$ cat config.mk
export PLATFORM = sky130hd
export DESIGN_NAME = aud_clkgen
export DESIGN_NICKNAME = d
export VERILOG_FILES = /design/src/rtl/aclk_pkg.sv /design/src/rtl/aclk_msel.sv /design/src/rtl/aclk_divider.sv /design/src/rtl/aud_clkgen.sv
export SDC_FILE = /design/constraint.sdc
export NUM_CORES = 1
export LEC_CHECK = 0
export CORE_AREA = 2 2 45 55
export DETAILED_ROUTE_END_ITERATION = 8
export DIE_AREA = 0 0 47 57
export HOLD_SLACK_MARGIN = 0.12
export PLACE_DENSITY = 0.78
export SETUP_SLACK_MARGIN = 0.05
export SYNTH_ARGS = -nofsm -noshare
export SYNTH_HDL_FRONTEND = slang
export SYNTH_SLANG_ARGS = --single-unit
$ cat constraint.sdc
create_clock -name ref_clk -period 4.35 [get_ports ref_clk]
set_input_delay 0.435 -clock ref_clk [delete_from_list [all_inputs] [get_ports ref_clk]]
set_output_delay 0.435 -clock ref_clk [all_outputs]
set_load 0.03 [all_outputs]
$ cat src/rtl/aclk_pkg.sv
package aclk_pkg;

    typedef enum logic [1:0] {
        SPD_NORM = 2'd0,
        SPD_DBL  = 2'd1,
        SPD_QUAD = 2'd2
    } spd_e;

    typedef enum logic [1:0] {
        ST_SLAVE = 2'd0,
        ST_RUN   = 2'd1,
        ST_ERR   = 2'd2
    } st_e;

    // counter increment per reference cycle for each rate
    function automatic logic [2:0] spd_step(spd_e s);
        case (s)
            SPD_DBL:  return 3'd2;
            SPD_QUAD: return 3'd4;
            default:  return 3'd1;
        endcase
    endfunction

endpackage

$ cat src/rtl/aclk_msel.sv
module aclk_msel (
    input  logic clk,
    input  logic rst_n,
    input  logic strap,
    input  logic wr_en,
    input  logic wr_val,
    output logic master
);
    logic seeded;
    logic ms_q;

    always_ff @(posedge clk or negedge rst_n) begin
        if (!rst_n) begin
            seeded <= 1'b0;
            ms_q   <= 1'b0;
        end else begin
            seeded <= 1'b1;
            if (wr_en)
                ms_q <= wr_val;
            else if (!seeded)
                ms_q <= strap;
        end
    end

    // before the capture edge the live request decides the first transition
    always_comb master = seeded ? ms_q : (wr_en ? wr_val : strap);

    // strap captured on the first cycle out of reset unless written
    a_r1_strap_capture: assert property (@(posedge clk) disable iff (!rst_n)
        ($rose(seeded) && !$past(wr_en)) |-> (ms_q == $past(strap)));

    // a write overrides whatever mode was held
    a_r2_write_wins: assert property (@(posedge clk) disable iff (!rst_n)
        ($past(rst_n) && $past(wr_en)) |-> (master == $past(wr_val)));

endmodule

$ cat src/rtl/aclk_divider.sv
module aclk_divider #(
    parameter int FRAME_CNT = 1024,
    localparam int CW = $clog2(FRAME_CNT)
) (
    input  logic          clk,
    input  logic          rst_n,
    input  logic          run,
    input  logic [2:0]    step,
    output logic [CW-1:0] cnt,
    output logic          frame_end
);
    always_ff @(posedge clk or negedge rst_n) begin
        if (!rst_n)
            cnt <= '0;
        else if (!run)
            cnt <= '0;
        else
            cnt <= cnt + CW'(step);
    end

    // last count before the natural wrap to zero
    always_comb frame_end = run && (cnt == (CW'(FRAME_CNT) - CW'(step)));

    // a frame end while running is always followed by count zero
    a_r3_wrap_to_zero: assert property (@(posedge clk) disable iff (!rst_n)
        $past(frame_end) |-> (cnt == '0));

endmodule

$ cat src/rtl/aud_clkgen.sv
module aud_clkgen
    import aclk_pkg::*;
#(
    parameter int SCLK_PER_FRAME = 64,
    parameter int REF_PER_SCLK   = 16
) (
    input  logic       ref_clk,
    input  logic       rst_n,
    input  logic       ms_strap,
    input  logic       spd_quad,
    input  logic       spd_dbl,
    input  logic       ms_wr_en,
    input  logic       ms_wr_val,
    input  logic       slv_mclk128,
    output logic       mclk_out,
    output logic       sclk,
    output logic       lrclk,
    output logic       clk_drive,
    output logic       spd_err,
    output logic [1:0] cur_speed
);
    localparam int FRAME_CNT = SCLK_PER_FRAME * REF_PER_SCLK;
    localparam int CW        = $clog2(FRAME_CNT);
    localparam int SB        = $clog2(REF_PER_SCLK) - 1;
    localparam int MB        = SB - 2;

    st_e           st, st_n;
    spd_e          act, act_n;
    spd_e          req_spd, slave_spd;
    logic          req_err, master, run, frame_end;
    logic [CW-1:0] cnt;

    aclk_msel u_msel (
        .clk    (ref_clk),
        .rst_n  (rst_n),
        .strap  (ms_strap),
        .wr_en  (ms_wr_en),
        .wr_val (ms_wr_val),
        .master (master)
    );

    assign run = (st == ST_RUN);

    aclk_divider #(.FRAME_CNT(FRAME_CNT)) u_div (
        .clk       (ref_clk),
        .rst_n     (rst_n),
        .run       (run),
        .step      (spd_step(act)),
        .cnt       (cnt),
        .frame_end (frame_end)
    );

    always_comb begin
        req_err   = spd_quad && spd_dbl;
        req_spd   = spd_quad ? SPD_QUAD : (spd_dbl ? SPD_DBL : SPD_NORM);
        slave_spd = req_spd;
        if (!spd_quad && !spd_dbl && slv_mclk128)
            slave_spd = SPD_QUAD;
    end

    // next-state logic
    always_comb begin
        st_n  = st;
        act_n = act;
        unique case (st)
            ST_SLAVE: begin
                if (req_err)
                    st_n = ST_ERR;
                else if (master) begin
                    st_n  = ST_RUN;
                    act_n = req_spd;
                end
            end
            ST_RUN: begin
                if (frame_end) begin
                    if (req_err)
                        st_n = ST_ERR;
                    else if (!master)
                        st_n = ST_SLAVE;
                    else
                        act_n = req_spd;
                end
            end
            ST_ERR: begin
                if (!req_err) begin
                    if (master) begin
                        st_n  = ST_RUN;
                        act_n = req_spd;
                    end else
                        st_n = ST_SLAVE;
                end
            end
            default: st_n = ST_SLAVE;
        endcase
    end

    always_ff @(posedge ref_clk or negedge rst_n) begin
        if (!rst_n) begin
            st  <= ST_SLAVE;
            act <= SPD_NORM;
        end else begin
            st  <= st_n;
            act <= act_n;
        end
    end

    // registered outputs
    always_ff @(posedge ref_clk or negedge rst_n) begin
        if (!rst_n) begin
            mclk_out  <= 1'b0;
            sclk      <= 1'b0;
            lrclk     <= 1'b0;
            clk_drive <= 1'b0;
            spd_err   <= 1'b0;
            cur_speed <= SPD_NORM;
        end else begin
            clk_drive <= run;
            sclk      <= run && cnt[SB];
            lrclk     <= run && cnt[CW-1];
            mclk_out  <= run && ((act == SPD_QUAD) ? cnt[MB+1] : cnt[MB]);
            spd_err   <= (st == ST_ERR);
            if (st == ST_SLAVE)
                cur_speed <= slave_spd;
            else
                cur_speed <= act;
        end
    end

    // frame clock moves only with a falling bit clock
    a_r10_lr_on_sclk_fall: assert property (@(posedge ref_clk) disable iff (!rst_n)
        $changed(lrclk) |-> $fell(sclk));

    // error state keeps every clock quiet
    a_r7_err_quiet: assert property (@(posedge ref_clk) disable iff (!rst_n)
        spd_err |-> (!sclk && !lrclk && !mclk_out && !clk_drive));

    // no clock activity unless driving
    a_r8_idle_quiet: assert property (@(posedge ref_clk) disable iff (!rst_n)
        !clk_drive |-> (!sclk && !lrclk && !mclk_out));

    // while driving, rate changes coincide with a frame boundary
    a_r9_speed_at_boundary: assert property (@(posedge ref_clk) disable iff (!rst_n)
        ($changed(cur_speed) && clk_drive && $past(clk_drive)) |-> $fell(lrclk));

endmodule

# After elaboration in Yosys (flattened, before gate mapping)

Index checks and enable logic that the tools add are counted.

Input port bits: 8
Logic and storage cells: 60
Register bits after elaboration: 23
Output and inout port bits: 7

Add/subtract/negate cells: 2
Mux-type cells: 23
Equality and inequality tests: 10
Reduce and logical (&&, ||, !) cells: 14

Operators by type and width:

| cell                                                                    | number |
|---|---|
| 2-bit two-way mux                                                       | 12 |
| 10-bit by 3-bit adder with 10-bit output                                | 1 |
| 10-bit == test                                                          | 1 |
| 10-bit two-way mux                                                      | 1 |
| 1-bit logical AND                                                       | 7 |
| 1-bit two-way mux                                                       | 7 |
| 3-bit inequality test, second input constant                            | 2 |
| 2-bit case mux with 3 select lines                                      | 1 |
| 3-bit case mux with 2 select lines                                      | 1 |
| 2-bit by 1-bit == test with 1-bit output, second input constant         | 2 |
| 2-bit == test, second input constant                                    | 2 |
| 2-bit inequality test, second input constant                            | 2 |
| 2-bit case mux with 2 select lines                                      | 1 |
| 4-bit AND reduction                                                     | 1 |
| 1-bit by 3-bit subtractor with 4-bit output, first input constant       | 1 |
| 1-bit logical NOT                                                       | 2 |
| 2-bit logical NOT                                                       | 1 |
| 2-bit by 1-bit inequality test with 1-bit output, second input constant | 1 |
| 2-bit AND reduction                                                     | 1 |
| 2-bit nonzero test                                                      | 1 |
| 2-bit OR reduction                                                      | 1 |

# Longest topological paths before layout

Gate-level depths: netlist (run 1).

Word-level depth: 7
Mapped depth: 9
Gate-level depth less buffers: 9

# Modules after synthesis

Synthesis (run 1) repeated with hierarchy kept, for this count alone.

Cell total of the unflattened synthesis: 112
Area, all modules: 1192.4 µm²

Modules (own cells, without submodules):

| module       | seq. area each (µm²) | cells an instance | instances | area an instance (µm²) |
|---|---|---|---|---|
| aclk_divider | 250.2                | 63                | 1         | 628.1 |
| aud_clkgen   | 275.3                | 40                | 1         | 473.0 |
| aclk_msel    | 50.0                 | 9                 | 1         | 91.3 |

# Worst setup path after synthesis (run 1)

OpenSTA, ideal clock, no wires.

Path type: register to register
From: register act[0]
To: register u_div.cnt[6]
Data required time: 4.229 ns
Data arrival time: 1.769 ns
Library setup time: 0.121 ns
Path slack: 2.460 ns
Cell stages (with the launch flop): 10
Period minus slack after synthesis: 1.890 ns
Buffers on the path: 0
Path through: dfrtp_1 inv_1 ha_1 ha_1 inv_1 fa_1 nor2b_1 o2111ai_1 xor2_1 nor2_1

Cells in the longest elaborated chain, start to end: 4
Elaborated cells on any way between the ends: 5
Those cells by class: add/sub: 1; eq/ne: 2; mux: 2

RTL lines:

| what                                                                             | RTL line           | RTL |
|---|---|---|
| start: declaration                                                               | aud_clkgen.sv:28   | `spd_e act, act_n;` |
| start signal: assignment                                                         | aud_clkgen.sv:103  | `act <= act_n;` |
| 2-bit == test / 2-bit by 1-bit == test with 1-bit output (equally long branches) | aclk_pkg.sv:17     | `case (s)` |
| 3-bit case mux with 2 select lines (*)                                           | aclk_pkg.sv:17     |  |
| 10-bit by 3-bit adder with 10-bit output (*)                                     | aclk_divider.sv:18 | `cnt <= cnt + CW'(step);` |
| 10-bit two-way mux (*)                                                           | aclk_divider.sv:15 | `else if (!run)` |
| end signal: assignment                                                           | aclk_divider.sv:18 |  |
| end: declaration                                                                 | aclk_divider.sv:9  | `output logic [CW-1:0] cnt,` |

Mark *: on every way between the ends. The rest lies on a longest branch, timed or not.
A chain may end at the register's enable or synchronous reset.

# Worst setup path in the final report (run 1)

From: register act[1]
To: register u_div.cnt[6]

The elaborated chain is that of the path after synthesis.

==> flow_results.xml, run 1 <==
<?xml version="1.0" encoding="UTF-8"?>
<metrics>
  <group name="cells_and_area">
    <metric name="syn_to_final_growth" unit="%">17.4</metric>
    <metric name="antenna-diode-count" unit="">0</metric>
    <metric name="nNetsFinal" unit="">134</metric>
    <metric name="drive_above_1_share" unit="%">10.2</metric>
  </group>
  <group name="setup_path">
    <metric name="worstPathRequired" unit="ns">4.55</metric>
    <metric name="worst_setup_path_start_kind" unit="">register</metric>
    <metric name="worst-r2r-cell-count" unit="">8</metric>
    <metric name="reg2reg_to" unit="">u_div.cnt[6]</metric>
    <metric name="timing.critical_path.fanout_max" unit="">5</metric>
    <metric name="r2r_setup_slack" unit="ns">2.21</metric>
    <metric name="crit_path_end_kind" unit="">register</metric>
    <metric name="timing_worst_setup_path_type" unit="">reg -&gt; reg</metric>
    <metric name="critPathLaunch" unit="">act[1]</metric>
    <metric name="worst_ep_arrival_time" unit="ns">2.34</metric>
    <metric name="reg2reg_from" unit="">act[1]</metric>
  </group>
  <group name="yosys">
    <metric name="synthTopCellsByArea" unit="">sky130_fd_sc_hd__dfrtp_1, sky130_fd_sc_hd__ha_1, sky130_fd_sc_hd__nor2_1</metric>
    <metric name="ys_warn_count" unit="">0</metric>
    <metric name="synth_fp_nets" unit="">116</metric>
    <metric name="synth.avg_cell_area" unit="sq um">11.4</metric>
    <metric name="post_synth_inst_count" unit="">101</metric>
    <metric name="yosysSeqAreaShare" unit="%">49.9</metric>
    <metric name="yosysMostFrequentCell" unit="">sky130_fd_sc_hd__dfrtp_1</metric>
    <metric name="synthFlopType" unit="">sky130_fd_sc_hd__dfrtp_1</metric>
    <metric name="post_synth_instance_area" unit="sq um">1150</metric>
    <metric name="synth_commonest_cells" unit="">sky130_fd_sc_hd__dfrtp_1, sky130_fd_sc_hd__nor2_1, sky130_fd_sc_hd__inv_1, sky130_fd_sc_hd__ha_1, sky130_fd_sc_hd__o21ai_0</metric>
    <metric name="async_flop_share" unit="%">100</metric>
    <metric name="dominant_cell_type_by_area_after_synthesis" unit="">sky130_fd_sc_hd__dfrtp_1</metric>
    <metric name="synth_seq_cells" unit="">23</metric>
    <metric name="synth-edff-count" unit="">0</metric>
    <metric name="ys_types" unit="">36</metric>
    <metric name="yosysTopAreaCellShare" unit="%">49.9</metric>
  </group>
  <group name="place">
    <metric name="dp_hpwl" unit="um">1540</metric>
    <metric name="gp_routability_congestion" unit="">0.768</metric>
    <metric name="port_buffers" unit="">14</metric>
  </group>
  <group name="routing">
    <metric name="post-route-drc-count" unit="">0</metric>
    <metric name="wl_cell" unit="um">13.5</metric>
    <metric name="postRouteAntennaNets" unit="">0</metric>
    <metric name="viasPerCell" unit="">5.17</metric>
    <metric name="routed_wl" unit="um">2020</metric>
    <metric name="drtPass1Iterations" unit="">2</metric>
    <metric name="drt_first_iter_violations" unit="">9</metric>
    <metric name="vias" unit="">770</metric>
  </group>
  <group name="sta">
    <metric name="timing.hold.ws" unit="ns">0.553</metric>
    <metric name="rsz0062_at_grt" unit="">false</metric>
    <metric name="timing.final.max_slew_violations" unit="">0</metric>
    <metric name="hold_viol" unit="">0</metric>
    <metric name="achievable_frequency" unit="GHz">0.468</metric>
    <metric name="slew_headroom" unit="%">32.1</metric>
    <metric name="period_share" unit="%">49.1</metric>
    <metric name="worstMarginPinSlew" unit="ns">1.02</metric>
    <metric name="post-route-min-period" unit="ns">2.14</metric>
    <metric name="finClkSkew" unit="ns">0.00488</metric>
    <metric name="setup_viol" unit="">0</metric>
    <metric name="setup-tns-final" unit="ns">0</metric>
  </group>
  <group name="power">
    <metric name="leakagePower" unit="uW">0.000604</metric>
    <metric name="pwr_density_cell" unit="nW/um^2">596</metric>
    <metric name="power.total" unit="uW">806</metric>
    <metric name="vdd.ir_drop.worst" unit="uV">284</metric>
  </group>
  <group name="floorplan">
    <metric name="floorplan.initialDensity" unit="%">52.7</metric>
    <metric name="die_area" unit="sq um">2680</metric>
    <metric name="die-height" unit="um">57</metric>
    <metric name="core_rows" unit="">19</metric>
    <metric name="placeableCoreArea" unit="sq um">2190</metric>
    <metric name="die_x" unit="um">47</metric>
    <metric name="ios" unit="">15</metric>
  </group>
  <group name="worst_hold_path">
    <metric name="hold_path.class" unit="">reg -&gt; reg</metric>
    <metric name="min_delay_path_depth" unit="">1</metric>
    <metric name="hold_path_end" unit="">act[0]</metric>
    <metric name="source_of_the_worst_hold_timing_path" unit="">act[0]</metric>
  </group>
  <group name="cts">
    <metric name="clock_latency" unit="ns">0.32</metric>
    <metric name="sinks_on_clock_net" unit="">23</metric>
    <metric name="cts-root-to-sink-buffers" unit="">2</metric>
    <metric name="post_cts_resized" unit="">0</metric>
    <metric name="tritoncts" unit="">done</metric>
    <metric name="root_buffer" unit="">sky130_fd_sc_hd__clkbuf_4</metric>
    <metric name="cts.htree.levels" unit="">1</metric>
    <metric name="cts_hold_buf" unit="">0</metric>
    <metric name="numCtsBuffers" unit="">3</metric>
    <metric name="post-cts-setup-buffers" unit="">0</metric>
    <metric name="clock_slew_seen_by_the_registers_of_the_worst_setup_and_hold_paths" unit="ns">0.12</metric>
  </group>
  <group name="grt">
    <metric name="grt_pass1_vias" unit="">760</metric>
    <metric name="grt_start_max_net_pins" unit="">24</metric>
    <metric name="grt_overflow_total" unit="">0</metric>
    <metric name="grt_pass1_wl" unit="um">3500</metric>
    <metric name="global_route_total_usage_across_every_layer" unit="%">18.2</metric>
    <metric name="grt_antenna_before_repair" unit="">0</metric>
  </group>
  <group name="run">
    <metric name="max_cap_viol_count" unit="">0</metric>
  </group>
  <group name="run_status">
    <metric name="status" unit="">complete, no violations</metric>
  </group>
</metrics>
## state kept, by name, summed over array words and instances, names as in the netlist
register,flops
act,2
clk_drive,1
cur_speed,2
lrclk,1
mclk_out,1
sclk,1
spd_err,1
st,2
u_div.cnt,10
u_msel.ms_q,1
u_msel.seeded,1
## layer usage
| layer | track usage [%] | part of all wire (%) | vias to the layer above |
|---|---|---|---|
| li1 | - | - | 380 |
| met1 | 23.9 | 44 | 365 |
| met2 | 28.2 | 49 | 18 |
| met3 | 1.90 | 2.7 | 7 |
| met4 | 10.7 | 3.5 | 0 |
| met5 | 0 | 0 | - |
## through the flow
stage          utilization (%)  setup WS [ns]  std cells  cell area, sq um
2_1_floorplan                -           2.46        101              1150
3_3_place_gp              60.6           2.30        145              1330
3_5_place_dp              60.6           2.20        145              1330
4_1_cts                   61.8           2.19        149              1350
5_1_grt                   61.8           1.97        149              1350
6_report                  61.8           2.21        149              1350
## cells by family (layout without fill, tap and decap cells)
group / count (synthesis) / after routing / share of synthesized area, %
flops: 23 / 23 / 49.9
compound gates: 18 / 18 / 11.4
fa+ha+maj: 7 / 7 / 8.25
buf+inv: 8 / 25 / 2.71
mux: 4 / 4 / 4.67
xor+xnor: 7 / 7 / 5.97
simple gates: 33 / 33 / 16.7
other cells: 1 / 1 / 0.325
## layout by cell type (no fill, tap or decap), types with 3 or more instances in the layout
master,instances
sky130_fd_sc_hd__ha_1,6
sky130_fd_sc_hd__xnor2_1,3
sky130_fd_sc_hd__a21oi_1,3
sky130_fd_sc_hd__nor2_1,11
sky130_fd_sc_hd__nor2b_1,4
sky130_fd_sc_hd__clkbuf_4,3
sky130_fd_sc_hd__inv_1,7
sky130_fd_sc_hd__o21ai_0,5
sky130_fd_sc_hd__clkdlybuf4s50_1,14
sky130_fd_sc_hd__xor2_1,3
sky130_fd_sc_hd__nand2_1,3
sky130_fd_sc_hd__dfrtp_1,23
## worst max-delay path by stage
| stage | end | slack, ns | cells past startpoint |
|---|---|---|---|
| after floorplan | u_div.cnt[6] | 2.46 | 9 |
| after global placement | u_div.cnt[6] | 2.30 | 8 |
| after detailed placement | u_div.cnt[6] | 2.20 | 9 |
| after CTS | u_div.cnt[6] | 2.19 | 9 |
| after global routing | u_div.cnt[6] | 1.97 | 9 |
| final | u_div.cnt[6] | 2.21 | 8 |
## power breakdown
| part | internal [uW] | switching (uW) |
|---|---|---|
| Combinational | 171 | 199 |
| Sequential | 280 | 57.4 |
| Clock | 35.9 | 63.0 |
| Total | 486 | 320 |
## cell type report
class / count / area, sq um
Sequential cell: 23 / 576
Tap cell: 31 / 38.8
Inverter: 7 / 26.3
Multi-Input combinational cell: 70 / 546
Timing Repair Buffer: 14 / 140
Fill cell: 192 / 835
Clock buffer: 4 / 26.3
## worst max-delay path, stage by stage, from the launching register on
cell and delay (ns):
sky130_fd_sc_hd__dfrtp_1 0.45, sky130_fd_sc_hd__ha_1 0.30, sky130_fd_sc_hd__ha_1 0.18, sky130_fd_sc_hd__inv_1 0.06, sky130_fd_sc_hd__fa_1 0.38, sky130_fd_sc_hd__nor2b_1 0.24, sky130_fd_sc_hd__o2111ai_1 0.17, sky130_fd_sc_hd__xor2_1 0.17
sky130_fd_sc_hd__nor2_1 0.06
No activity file was read; power rests on OpenSTA's default activity.
==> run 2: changes to the inputs <==
--- a/config.mk
+++ b/config.mk
@@ -5,11 +5,11 @@
 export SDC_FILE = /design/constraint.sdc
 export NUM_CORES = 1
 export LEC_CHECK = 0
-export CORE_AREA = 2 2 45 55
+export CORE_AREA = 2 2 46 57
 export DETAILED_ROUTE_END_ITERATION = 8
-export DIE_AREA = 0 0 47 57
+export DIE_AREA = 0 0 48 59
 export HOLD_SLACK_MARGIN = 0.12
-export PLACE_DENSITY = 0.78
+export PLACE_DENSITY = 0.74
 export SETUP_SLACK_MARGIN = 0.05
 export SYNTH_ARGS = -nofsm -noshare
 export SYNTH_HDL_FRONTEND = slang
==> constraint.sdc (replaced) <==
create_clock -name ref_clk -period 2.1 [get_ports ref_clk]
set_input_delay 0.21 -clock ref_clk [delete_from_list [all_inputs] [get_ports ref_clk]]
set_output_delay 0.21 -clock ref_clk [all_outputs]
set_load 0.03 [all_outputs]
==> flow_results.xml, run 2 (synthesized netlist as in run 1, its figures left out) <==
<?xml version="1.0" encoding="UTF-8"?>
<metrics>
  <group name="setup_path">
    <metric name="worst_ep_arrival_time" unit="ns">2.17</metric>
    <metric name="worstPathRequired" unit="ns">2.32</metric>
    <metric name="worst_setup_path_start_kind" unit="">register</metric>
    <metric name="timing_worst_setup_path_type" unit="">reg -&gt; reg</metric>
    <metric name="timing.critical_path.fanout_max" unit="">5</metric>
    <metric name="crit_path_end_kind" unit="">register</metric>
  </group>
  <group name="routing">
    <metric name="post-route-drc-count" unit="">0</metric>
    <metric name="drtPass1Iterations" unit="">2</metric>
    <metric name="routed_wl" unit="um">2180</metric>
    <metric name="drt_first_iter_violations" unit="">4</metric>
    <metric name="vias" unit="">780</metric>
    <metric name="viasPerCell" unit="">5.06</metric>
    <metric name="postRouteAntennaNets" unit="">0</metric>
    <metric name="wl_cell" unit="um">14.2</metric>
  </group>
  <group name="power">
    <metric name="internal_power" unit="uW">1140</metric>
    <metric name="share_seq_of_total_power" unit="%">37.5</metric>
    <metric name="power.total" unit="uW">1900</metric>
    <metric name="p_sw_share" unit="%">39.8</metric>
    <metric name="power_switching" unit="uW">755</metric>
    <metric name="pwr_density_cell" unit="nW/um^2">1300</metric>
    <metric name="vdd.ir_drop.worst" unit="uV">831</metric>
    <metric name="power.clock.fraction" unit="%">10.7</metric>
    <metric name="leakagePower" unit="uW">0.000634</metric>
    <metric name="power_frac_comb" unit="%">51.8</metric>
  </group>
  <group name="run">
    <metric name="max_cap_viol_count" unit="">0</metric>
  </group>
  <group name="cells_and_area">
    <metric name="drive_above_1_share" unit="%">22.0</metric>
    <metric name="finalNonFillerCells" unit="">154</metric>
    <metric name="syn_to_final_growth" unit="%">26.8</metric>
    <metric name="layout.area.seq" unit="sq um">576</metric>
    <metric name="nNetsFinal" unit="">139</metric>
    <metric name="highest_count_cells_in_the_layout_ignoring_fill_and_taps" unit="">sky130_fd_sc_hd__dfrtp_1, sky130_fd_sc_hd__clkdlybuf4s50_1, sky130_fd_sc_hd__nor2_1, sky130_fd_sc_hd__inv_1</metric>
    <metric name="largest-register" unit="">u_div.cnt</metric>
    <metric name="mostFrequentLayoutCell" unit="">sky130_fd_sc_hd__dfrtp_1</metric>
    <metric name="antenna-diode-count" unit="">0</metric>
    <metric name="nFillCells" unit="">185</metric>
    <metric name="fin_area" unit="sq um">1460</metric>
    <metric name="multi_input_comb_area" unit="sq um">617</metric>
    <metric name="largest_register_ff_count" unit="">10</metric>
  </group>
  <group name="grt">
    <metric name="grt_antenna_before_repair" unit="">0</metric>
    <metric name="grt_pass1_wl" unit="um">3640</metric>
    <metric name="grt_overflow_total" unit="">0</metric>
    <metric name="grt_start_max_net_pins" unit="">24</metric>
    <metric name="grt_pass1_vias" unit="">826</metric>
    <metric name="global_route_total_usage_across_every_layer" unit="%">17.8</metric>
  </group>
  <group name="floorplan">
    <metric name="die_x" unit="um">48</metric>
    <metric name="die-height" unit="um">59</metric>
    <metric name="core_rows" unit="">19</metric>
    <metric name="placeableCoreArea" unit="sq um">2260</metric>
    <metric name="ios" unit="">15</metric>
    <metric name="die_area" unit="sq um">2830</metric>
    <metric name="floorplan.initialDensity" unit="%">51.0</metric>
  </group>
  <group name="sta">
    <metric name="setup-tns-final" unit="ns">0</metric>
    <metric name="post-route-min-period" unit="ns">1.95</metric>
    <metric name="rsz0062_at_grt" unit="">false</metric>
    <metric name="achievable_frequency" unit="GHz">0.513</metric>
    <metric name="hold_viol" unit="">0</metric>
    <metric name="period_share" unit="%">92.8</metric>
    <metric name="timing.final.max_slew_violations" unit="">0</metric>
    <metric name="setup_viol" unit="">0</metric>
    <metric name="finClkSkew" unit="ns">0.00271</metric>
  </group>
  <group name="cts">
    <metric name="tritoncts" unit="">done</metric>
    <metric name="sinks_on_clock_net" unit="">23</metric>
    <metric name="clock_slew_seen_by_the_registers_of_the_worst_setup_and_hold_paths" unit="ns">0.12</metric>
    <metric name="cts_hold_buf" unit="">0</metric>
    <metric name="cts-root-to-sink-buffers" unit="">2</metric>
    <metric name="root_buffer" unit="">sky130_fd_sc_hd__clkbuf_4</metric>
    <metric name="cts.htree.levels" unit="">1</metric>
    <metric name="numCtsBuffers" unit="">3</metric>
    <metric name="clock_latency" unit="ns">0.31</metric>
  </group>
  <group name="worst_hold_path">
    <metric name="hold_path.class" unit="">in -&gt; async</metric>
  </group>
  <group name="place">
    <metric name="dp_hpwl" unit="um">1510</metric>
    <metric name="port_buffers" unit="">14</metric>
    <metric name="placedCellCount" unit="">148</metric>
    <metric name="placed_cell_area" unit="sq um">1350</metric>
    <metric name="gp_routability_congestion" unit="">0.764</metric>
  </group>
  <group name="run_status">
    <metric name="status" unit="">complete, no violations</metric>
  </group>
</metrics>
[run 2: changes by cell type in the layout (fill, tap and decap cells not counted), sizes merged]
| cell | delta |
|---|---|
| buf | +5 |
[run 2: layout make-up]
type / instances / area share (%)
clock buffers: 4 / 1.80
inverters: 7 / 1.80
multi-input cells: 70 / 42.2
flip-flops and latches: 23 / 39.4
well taps: 31 / 2.65
repair buffers: 19 / 12.2
[run 2: metal layers]
metal	share of wire (%)	vias up	track usage [%]	wire, um
li1	-	389	-	-
met1	41	377	22.7	888
met2	56	12	30.1	1220
met3	1.9	2	2.74	41
met4	1.4	0	5.79	31
met5	0	-	0	0
[run 2: worst paths after layout]
path / startpoint / endpoint / slack [ns] / depth (start not counted)
min: rst_n / mclk_out / 0.23 / 2
max reg2reg: act[1] / act[0] / 0.15 / 6
min reg2reg: st[1] / st[0] / 0.56 / 1
max: act[1] / act[0] / 0.15 / 6
min in group ref_clk: ms_wr_val / u_msel.ms_q / 0.47 / 3
max in group asynchronous: rst_n / u_div.cnt[3] / 1.66 / 2
[run 2: repair_timing]
action / 4_1_cts / 5_1_grt
gates resized for setup: 1 / 12
pin swaps: 1 / 3
setup buffers: 0 / 2
setup endpoints to repair: 4 / 6
[run 2: critical path, stage by stage, from the launching register on]
cell	delay, ns
sky130_fd_sc_hd__dfrtp_1	0.47
sky130_fd_sc_hd__ha_4	0.30
sky130_fd_sc_hd__ha_4	0.19
sky130_fd_sc_hd__and4b_2	0.31
sky130_fd_sc_hd__nand4_4	0.13
sky130_fd_sc_hd__a211oi_4	0.28
sky130_fd_sc_hd__o21ba_1	0.18
[run 2: through the flow]
| stage | utilization, % | hold WS [ns] | setup slack, ns |
|---|---|---|---|
| 5_1_grt | 64.7 | 0.257 | 0.0596 |
| 4_1_cts | 61.0 | 0.237 | 0.0503 |
| 6_report | 64.7 | 0.225 | 0.152 |
| 3_5_place_dp | 59.7 | 0.536 | 0.0403 |
| 2_1_floorplan | - | -0.0856 | 0.210 |
| 3_3_place_gp | 59.7 | 0.511 | 0.102 |
[run 2: power by group through the flow]
stage / Sequential [uW] / Clock, uW / Combinational, uW
finish: 713 / 204 / 983
global route: 738 / 229 / 1070
CTS: 695 / 209 / 847
detailed placement: 704 / 0 / 828
global placement: 692 / 0 / 814
floorplan: 763 / 0 / 477
==> run 3: changes to the inputs <==
--- a/config.mk
+++ b/config.mk
@@ -5,6 +5,8 @@
 export SDC_FILE = /design/constraint.sdc
 export NUM_CORES = 1
 export LEC_CHECK = 0
+export ABC_CLOCK_PERIOD_IN_PS = 1900
+export CAP_MARGIN = 0
 export CORE_AREA = 2 2 46 57
 export DETAILED_ROUTE_END_ITERATION = 8
 export DIE_AREA = 0 0 48 59
==> constraint.sdc (replaced) <==
create_clock -name ref_clk -period 1.9 [get_ports ref_clk]
set_input_delay 0.19 -clock ref_clk [delete_from_list [all_inputs] [get_ports ref_clk]]
set_output_delay 0.19 -clock ref_clk [all_outputs]
set_load 0.03 [all_outputs]
==> flow_results.xml, run 3 (synthesized netlist as in run 1, its figures left out) <==
<?xml version="1.0" encoding="UTF-8"?>
<metrics>
  <group name="run_status">
    <metric name="status" unit="">complete, but fails checks</metric>
    <metric name="violations" unit="">setup timing</metric>
  </group>
  <group name="cts">
    <metric name="cts-root-to-sink-buffers" unit="">2</metric>
    <metric name="cts_hold_buf" unit="">0</metric>
    <metric name="clock_slew_seen_by_the_registers_of_the_worst_setup_and_hold_paths" unit="ns">0.12</metric>
    <metric name="numCtsBuffers" unit="">3</metric>
    <metric name="tritoncts" unit="">done</metric>
    <metric name="sinks_on_clock_net" unit="">23</metric>
    <metric name="clock_latency" unit="ns">0.30</metric>
    <metric name="cts.htree.levels" unit="">1</metric>
    <metric name="root_buffer" unit="">sky130_fd_sc_hd__clkbuf_4</metric>
  </group>
  <group name="power">
    <metric name="pwr_density_cell" unit="nW/um^2">1480</metric>
    <metric name="share_seq_of_total_power" unit="%">35.3</metric>
    <metric name="leakagePower" unit="uW">0.000650</metric>
    <metric name="power_frac_comb" unit="%">55.2</metric>
    <metric name="internal_power" unit="uW">1360</metric>
    <metric name="power.clock.fraction" unit="%">9.6</metric>
    <metric name="power_switching" unit="uW">843</metric>
    <metric name="power.total" unit="uW">2210</metric>
    <metric name="p_sw_share" unit="%">38.2</metric>
    <metric name="vdd.ir_drop.worst" unit="uV">908</metric>
  </group>
  <group name="worst_hold_path">
    <metric name="hold_path.class" unit="">in -&gt; async</metric>
  </group>
  <group name="cells_and_area">
    <metric name="mostFrequentLayoutCell" unit="">sky130_fd_sc_hd__dfrtp_1</metric>
    <metric name="fin_area" unit="sq um">1490</metric>
    <metric name="largest_register_ff_count" unit="">10</metric>
    <metric name="highest_count_cells_in_the_layout_ignoring_fill_and_taps" unit="">sky130_fd_sc_hd__dfrtp_1, sky130_fd_sc_hd__clkdlybuf4s50_1, sky130_fd_sc_hd__nor2_1, sky130_fd_sc_hd__buf_4, sky130_fd_sc_hd__inv_1</metric>
    <metric name="nNetsFinal" unit="">143</metric>
    <metric name="multi_input_comb_area" unit="sq um">613</metric>
    <metric name="drive_above_1_share" unit="%">25.2</metric>
    <metric name="finalNonFillerCells" unit="">158</metric>
    <metric name="nFillCells" unit="">178</metric>
    <metric name="antenna-diode-count" unit="">0</metric>
    <metric name="layout.area.seq" unit="sq um">576</metric>
    <metric name="largest-register" unit="">u_div.cnt</metric>
    <metric name="syn_to_final_growth" unit="%">29.1</metric>
  </group>
  <group name="floorplan">
    <metric name="die_area" unit="sq um">2830</metric>
    <metric name="floorplan.initialDensity" unit="%">51.0</metric>
    <metric name="ios" unit="">15</metric>
    <metric name="die_x" unit="um">48</metric>
    <metric name="core_rows" unit="">19</metric>
    <metric name="die-height" unit="um">59</metric>
    <metric name="placeableCoreArea" unit="sq um">2260</metric>
  </group>
  <group name="grt">
    <metric name="grt_pass1_vias" unit="">816</metric>
    <metric name="grt_pass1_wl" unit="um">3460</metric>
    <metric name="grt_overflow_total" unit="">0</metric>
    <metric name="grt_start_max_net_pins" unit="">24</metric>
    <metric name="grt_antenna_before_repair" unit="">0</metric>
    <metric name="global_route_total_usage_across_every_layer" unit="%">17.7</metric>
  </group>
  <group name="place">
    <metric name="gp_routability_congestion" unit="">0.745</metric>
    <metric name="placedCellCount" unit="">153</metric>
    <metric name="dp_hpwl" unit="um">1550</metric>
    <metric name="placed_cell_area" unit="sq um">1390</metric>
    <metric name="place_ws" unit="ns">-0.0614</metric>
    <metric name="port_buffers" unit="">14</metric>
  </group>
  <group name="setup_path">
    <metric name="worst-r2r-cell-count" unit="">8</metric>
    <metric name="worst_ep_arrival_time" unit="ns">2.12</metric>
    <metric name="reg2reg_to" unit="">u_div.cnt[9]</metric>
    <metric name="timing_worst_setup_path_type" unit="">reg -&gt; reg</metric>
    <metric name="timing.critical_path.cells" unit="">buf_4 &gt; buf_4 &gt; ha_2 &gt; ha_1 &gt; a211oi_2 &gt; and4bb_2 &gt; xnor2_1 &gt; nor2_1</metric>
    <metric name="worstPathRequired" unit="ns">2.09</metric>
    <metric name="crit_path_end_kind" unit="">register</metric>
    <metric name="r2r_setup_slack" unit="ns">-0.03</metric>
    <metric name="worst_setup_path_start_kind" unit="">register</metric>
    <metric name="critical_path.top_delay_family" unit="">adder cells</metric>
    <metric name="library_cell_contributing_the_largest_single_delay_on_the_critical_path" unit="">sky130_fd_sc_hd__dfrtp_1</metric>
    <metric name="critical_path_depth" unit="">8</metric>
    <metric name="reg2reg_from" unit="">act[0]</metric>
    <metric name="cp_common_cell" unit="">sky130_fd_sc_hd__buf_4</metric>
    <metric name="cp_num_buf_inv" unit="">2</metric>
    <metric name="timing.critical_path.fanout_max" unit="">2</metric>
    <metric name="critical-path-max-stage-delay" unit="ns">0.41</metric>
  </group>
  <group name="routing">
    <metric name="drt_first_iter_violations" unit="">11</metric>
    <metric name="post-route-drc-count" unit="">0</metric>
    <metric name="vias" unit="">817</metric>
    <metric name="routed_wl" unit="um">2160</metric>
    <metric name="postRouteAntennaNets" unit="">0</metric>
    <metric name="viasPerCell" unit="">5.17</metric>
    <metric name="drtPass1Iterations" unit="">4</metric>
    <metric name="wl_cell" unit="um">13.6</metric>
  </group>
  <group name="sta">
    <metric name="hold_viol" unit="">0</metric>
    <metric name="timing.hold.ws" unit="ns">0.229</metric>
    <metric name="timing.final.max_slew_violations" unit="">0</metric>
    <metric name="achievable_frequency" unit="GHz">0.519</metric>
    <metric name="post-route-min-period" unit="ns">1.93</metric>
    <metric name="rsz0062_at_grt" unit="">true</metric>
    <metric name="layout_setup_ws" unit="ns">-0.0263</metric>
    <metric name="period_share" unit="%">101</metric>
    <metric name="finClkSkew" unit="ns">0.00860</metric>
    <metric name="setup_viol" unit="">3</metric>
  </group>
  <group name="run">
    <metric name="max_cap_viol_count" unit="">0</metric>
  </group>
</metrics>
run 3: cell count changes in the layout (fill, tap and decap cells not counted), sizes merged:
cell / change
buf: +4
run 3: worst max-delay path by stage:
stage / startpoint / endpoint
finish: act[0] / u_div.cnt[9]
global route: act[0] / u_div.cnt[9]
CTS: act[0] / act[1]
detailed placement: act[0] / act[1]
global placement: act[0] / act[0]
floorplan: act[0] / act[0]
run 3: final cells by class:
type                            instances  area share (%)
Inverter                                7            1.77
Sequential cell                        23            38.7
Clock buffer                            4            1.77
Multi-Input combinational cell         70            41.2
Tap cell                               31            2.61
Timing Repair Buffer                   23            14.0
run 3: what timing repair did:
action                                  CTS  global route
endpoints found under the setup margin    8             8
setup buffers                             0             1
gates resized for setup                  10             1
pin swaps                                 5             5
run 3: power by group through the flow:
stage	registers (uW)	logic (uW)	clock network, uW
floorplan	845	537	0
global placement	761	981	0
detailed placement	766	991	0
CTS	771	1170	222
global route	799	1340	246
finish	779	1220	211
run 3: routing by layer:
| metal | global-route usage (%) | wire (um) |
|---|---|---|
| met1 | 21.9 | 928 |
| met2 | 28.0 | 1120 |
| met3 | 3.35 | 61 |
| met4 | 9.65 | 43 |
| met5 | 0 | 0 |
run 3: per-stage QoR:
step           utilization (%)  setup TNS [ns]
2_1_floorplan                -               0
3_3_place_gp              61.5         -0.0768
3_5_place_dp              61.5          -0.174
4_1_cts                   65.3               0
5_1_grt                   65.9          -0.467
6_report                  65.9         -0.0510
